## config.mk

```make
export PLATFORM = sky130hd
export DESIGN_NAME = subbyte_simd_alu
export DESIGN_NICKNAME = d
export VERILOG_FILES = /design/src/rtl/subbyte_simd_alu.sv
export SDC_FILE = /design/constraint.sdc
export NUM_CORES = 1
export LEC_CHECK = 0
export BUFFER_PORTS_ARGS = -buffer_cell sky130_fd_sc_hd__buf_2
export CAP_MARGIN = 20
export CORE_MARGIN = 1.5
export CORE_UTILIZATION = 50
export CTS_BUF_LIST = sky130_fd_sc_hd__clkbuf_2
export CTS_CLUSTER_DIAMETER = 200
export DETAILED_ROUTE_END_ITERATION = 10
export GPL_ROUTABILITY_DRIVEN = 0
export PLACE_DENSITY_LB_ADDON = 0.2
export SYNTH_ARGS = -nofsm -noshare
export SYNTH_HDL_FRONTEND = slang
export SYNTH_SLANG_ARGS = --single-unit
```

## constraint.sdc

```tcl
create_clock -name clk -period 9.8 [get_ports clk]
set_clock_uncertainty 0.05 [all_clocks]
set_input_delay 0 -clock clk [delete_from_list [all_inputs] [get_ports clk]]
set_output_delay 0 -clock clk [all_outputs]
set_load 0.01 [all_outputs]
```

## src/rtl/subbyte_simd_alu.sv

```systemverilog
module subbyte_simd_alu #(
  parameter int XLEN = 32
) (
  input  logic            clk,
  input  logic            rst_n,
  input  logic            valid_i,
  input  logic [2:0]      op_i,
  input  logic [1:0]      prec_i,
  input  logic            signed_i,
  input  logic [XLEN-1:0] a_i,
  input  logic [XLEN-1:0] b_i,
  output logic [XLEN-1:0] res_o,
  output logic [XLEN-1:0] q_o,
  output logic            q_valid_o
);

  logic [XLEN-1:0] lane_res [3];

  for (genvar g = 0; g < 3; g++) begin : g_width
    localparam int W  = 8 >> g;
    localparam int N  = XLEN / W;
    localparam int SW = $clog2(W);

    for (genvar l = 0; l < N; l++) begin : g_lane
      logic [W-1:0] a, b, y;
      logic [W:0]   ea, eb, sum;
      logic         gt;

      assign a   = a_i[l*W +: W];
      assign b   = b_i[l*W +: W];
      assign ea  = {signed_i & a[W-1], a};
      assign eb  = {signed_i & b[W-1], b};
      assign sum = ea + eb;
      assign gt  = $signed(ea) > $signed(eb);

      always_comb begin
        unique case (op_i)
          3'b000:  y = a + b;
          3'b001:  y = a - b;
          3'b010:  y = a << b[SW-1:0];
          3'b011:  y = W'($signed(ea) >>> b[SW-1:0]);
          3'b100:  y = gt ? a : b;
          3'b101:  y = gt ? b : a;
          3'b110:  y = W'(sum >> 1);
          default: y = '0;
        endcase
      end

      assign lane_res[g][l*W +: W] = y;
    end
  end

  always_comb begin
    unique case (prec_i)
      2'b01:   res_o = lane_res[1];
      2'b10:   res_o = lane_res[2];
      default: res_o = lane_res[0];
    endcase
  end

  always_ff @(posedge clk or negedge rst_n) begin
    if (!rst_n) begin
      q_o       <= '0;
      q_valid_o <= 1'b0;
    end else begin
      q_valid_o <= valid_i;
      if (valid_i) q_o <= res_o;
    end
  end


  capture_chk: assert property (@(posedge clk) disable iff (!rst_n)
    valid_i |=> (q_valid_o && q_o == $past(res_o)));


  hold_chk: assert property (@(posedge clk) disable iff (!rst_n)
    !valid_i |=> (!q_valid_o && $stable(q_o)));


  reserved_op_zero_chk: assert property (@(posedge clk) disable iff (!rst_n)
    (op_i == 3'b111) |-> (res_o == '0));


  add_identity_chk: assert property (@(posedge clk) disable iff (!rst_n)
    (op_i == 3'b000 && b_i == '0) |-> (res_o == a_i));


  max_equal_chk: assert property (@(posedge clk) disable iff (!rst_n)
    (op_i == 3'b100 && a_i == b_i) |-> (res_o == a_i));

endmodule

```

==> results by stage <==
Status:
- The flow ran to the end, but the final reports show violations.
- The checks that failed: hold timing.

Worst setup path:
- Along the worst path, the maximum fanout reaches a little over 40.
- The critical path goes through buf_4 -> nor3b_4 -> buf_4 -> mux2_2 -> fa_1 -> nor2b_1 -> o22ai_1 -> o21ai_0 -> xor2_1 -> a221o_1 -> a221oi_1 -> nor2_1 -> buf_2.
- Together, buffers and inverters on the worst path number 3.
- The category of the critical setup timing path is primary input to output pin.
- The cell that appears most often on the critical path is sky130_fd_sc_hd__buf_4.
- The worst-path cell with the longest stage delay is sky130_fd_sc_hd__nor3b_4.
- The required time at the endpoint of the critical path is 9.75 ns.
- The largest incremental delay on the critical path is approximately 0.91 ns.
- The startpoint class of the critical path is a primary input.
- Data on the critical path arrives at its endpoint at 4.22 ns.
- The worst setup path is captured at an output pin.
- Broken down by cell family, the worst path's largest delay share belongs to simple AND/OR/NAND/NOR gates.

Cells and area:
- Cells with a size suffix above 1 make up between 10 and 15% of the layout.
- The library cell used most frequently in the layout, excluding fill and tap cells, is sky130_fd_sc_hd__nand2_1.
- The synthesis-to-finish area growth is 3.85%.
- The net count of the finished layout is 2,398.
- Leaving out fill and tap cells, the most frequent cells in the layout are sky130_fd_sc_hd__nand2_1 (189), sky130_fd_sc_hd__nor2_1 (164), sky130_fd_sc_hd__a21oi_1 (144).

Die:
- The region available for standard cell placement spans 0.0315 mm2.
- The initialized floorplan defines 65 standard-cell rows.
- The horizontal die dimension is 182 um.
- The die covers ~0.033 mm2.
- The boundary pin count is 138.
- In this run the vertical extent of the chip is between 150 and 200 um.
- The starting utilization of the core area is between 50% and 60%.

Global routing:
- The all-layer global routing usage is about two fifths.
- The number of antenna violations at the first check in global routing is 3.
- The pin count of the biggest net entering global routing is slightly below 80.
- The via count of the first global-routing pass is approximately 17,000.
- Summed over all layers, the global routing overflow is 0.
- The global-route wire length before repair is 103,000 um.

Route:
- The first-pass iteration count of the detailed router is 8.
- The number of nets with antenna violations after routing is 0.
- For this block, the initial DRC count from the detailed router was ~2,700.
- Dividing the detail-routed via count by the number of cells gives 7.26.
- The wire length after detailed routing is around 67,000 um.
- The count of unresolved DRC violations after routing is 0.
- Dividing the detail-routed wire length by the instance count gives 26.0 um.
- The total via count in the routed design is between 15,000 and 20,000.

Placed design:
- Timing analysis after detailed placement gives a worst setup slack of 5.50 ns.
- Buffers placed on the I/O ports in this run total 137.
- The detailed-placement wirelength estimate is ~46,000 um.

CTS:
- The cell sitting at the root of the clock tree is a sky130_fd_sc_hd__clkbuf_2.
- In this run the post-CTS setup repair buffer count came out at 0.
- The H-tree depth reported by CTS is 2.
- The insertion delay of the later-clocked pin in the worst-skew pair is 0.62 ns.
- The total number of clock tree sinks is 33.
- The TritonCTS clock tree is yes.
- In this run, post-CTS repair resized a total of 0 instances.
- The maximum buffer depth of the clock tree is 2.
- The number of clock buffers added by TritonCTS is 5.
- The count of hold-fix buffers inserted at cts is 4.
- The CTS clock-pin slew for the worst setup and hold paths is ~0.32 ns.

Pwr:
- The worst-case IR drop observed on VDD is 0.0560 mV.
- The leakage power summed over all cells is 0.00683 uW.
- The power per cell area is 87.9 mW/mm2.

Timing:
- The max-slew violation total from the final report is 0.
- Setup violations remaining at the end of the flow were counted as 0.
- Measured against its own limit, the worst slew margin works out to between 20% and 30%.
- Dividing the final minimum period by the clock period gives between 40% and 50%.
- The clock period could shrink to between 4 and 5 ns.
- The setup slack of the critical path after layout is 5.53 ns.
- Static timing analysis puts the maximum clock frequency at roughly 230 MHz.
- The slew at the pin closest to its max-slew limit is roughly 1.2 ns.
- On the final layout, the worst hold slack is -0.0306 ns.
- The hold violation count in the final report was 9.
- The total negative setup slack is 0 ns.
- Setup repair after global routing left no endpoint under its margin.

Synthesis:
- The number of flops mapped to enable cells by yosys is 0.
- The post-synth design cell area is between 0.015 and 0.02 mm2.
- The area share of the leading cell type in the synthesized netlist is about a tenth.
- After synthesis, the cell types taking the most area are sky130_fd_sc_hd__ha_1 (10%), sky130_fd_sc_hd__mux2i_1 (7.1%), sky130_fd_sc_hd__xnor2_1 (6.0%).
- Summing the sequential cell areas from Yosys gives just over 5% of the chip area.
- Among all flip-flop cells after synthesis, the most frequent one is sky130_fd_sc_hd__dfrtp_1.
- The count of unique library cells instantiated by Yosys is 96.
- sky130_fd_sc_hd__ha_1 takes more of the synthesized area than any other cell.
- Counting every instance in the synthesized netlist gives around 2,200.
- The synthesized area per cell is between 7 and 8 um2.
- The number of synthesized register bits is 33.
- The total number of yosys warnings is 0.
- The fraction of registers with async set/reset is 100%.
- The number of nets handed over by synthesis was 2,433.

Min path:
- The class of the tightest hold or removal check is primary input to async pin.

Run:
- The number of max-cap violations is 0.
-- report_power, final --
group / leakage [uW] / internal, uW / switching [uW]
clock: 0.0000265 / 16.3 / 77.1
sequential: 0.000415 / 165 / 14.3
combinational: 0.00639 / 455 / 730
-- area by class of cell --
class | instances | area (um2)
multi-input cells | 1866 | 13900
flip-flops and latches | 33 | 826
inverters | 102 | 383
diodes | 2 | 5.00
fillers | 3169 | 14900
well taps | 402 | 503
repair buffers | 164 | 901
clock inverters | 1 | 3.75
clock buffers | 6 | 30.0
-- per-stage QoR --
step                instances  cell area (um2)  power [uW]  utilization (%)
detailed placement       2563            16500        1320             52.5
floorplan                2207            16000         992                -
CTS                      2574            16600        1420             52.7
global route             2575            16600        1550             52.7
finish                   2576            16600        1460             52.7
global placement         2563            16500        1300             52.5
-- final timing paths --
kind | start | to | slack, ns | cells after the start
max in group asynchronous | rst_n | q_o[17]$_DFFE_PN0P_ | 9.01 | 2
worst max register to register | q_o[3]$_DFFE_PN0P_ | q_o[3]$_DFFE_PN0P_ | 8.87 | 2
worst max-delay path | op_i[0] | res_o[6] | 5.53 | 13
min in group clk | b_i[3] | q_o[3]$_DFFE_PN0P_ | 0.03 | 4
worst min register to register | q_o[13]$_DFFE_PN0P_ | q_o[13]$_DFFE_PN0P_ | 0.47 | 2
worst min-delay path | rst_n | q_o[1]$_DFFE_PN0P_ | -0.03 | 2
-- flip-flops by register name, indices dropped and copies added (netlist names) --
name	flops
q_valid_o	1
q_o	32
-- routing by layer --
metal / track usage, % / vias up / share of wire (%)
met5: 0 / - / 0.024
met3: 10.2 / 308 / 13
li1: - / 8185 / -
met1: 52.4 / 8771 / 39
met2: 58.0 / 1431 / 42
met4: 23.8 / 2 / 6.3
-- synthesized netlist by cell type (all sizes together) (16+ instances only) --
| library cell | number |
|---|---|
| o22ai | 36 |
| nor2b | 35 |
| o211ai | 35 |
| a221oi | 32 |
| buf | 86 |
| and2 | 18 |
| dfrtp | 33 |
| o31ai | 24 |
| o21ai | 142 |
| and3 | 16 |
| inv | 98 |
| xor2 | 38 |
| a31oi | 33 |
| fa | 24 |
| xnor2 | 110 |
| mux4 | 29 |
| nor3 | 54 |
| nor2 | 166 |
| nand3 | 52 |
| o2111ai | 22 |
| a21oi | 146 |
| o21a | 18 |
| o221ai | 27 |
| clkbuf | 120 |
| mux2i | 115 |
| nand4 | 23 |
| ha | 129 |
| a22oi | 28 |
| nand2b | 29 |
| nand2 | 191 |
| a211oi | 41 |
| mux2 | 38 |
-- kinds of logic (layout without fill, tap and decap cells) --
| logic type | count (synthesis) | after routing | share of synthesized area (%) |
|---|---|---|---|
| AND/OR/NAND/NOR | 639 | 639 | 19.1 |
| multiplexers | 182 | 182 | 14.0 |
| other | 0 | 2 | 0 |
| flip-flops | 33 | 33 | 5.17 |
| adder cells (fa/ha/maj) | 153 | 153 | 13.1 |
| buffers and inverters | 308 | 273 | 7.78 |
| XOR/XNOR | 149 | 149 | 8.58 |
| AO/OA/AOI/OAI | 743 | 743 | 32.2 |
Power figures use the tool's default switching activity.
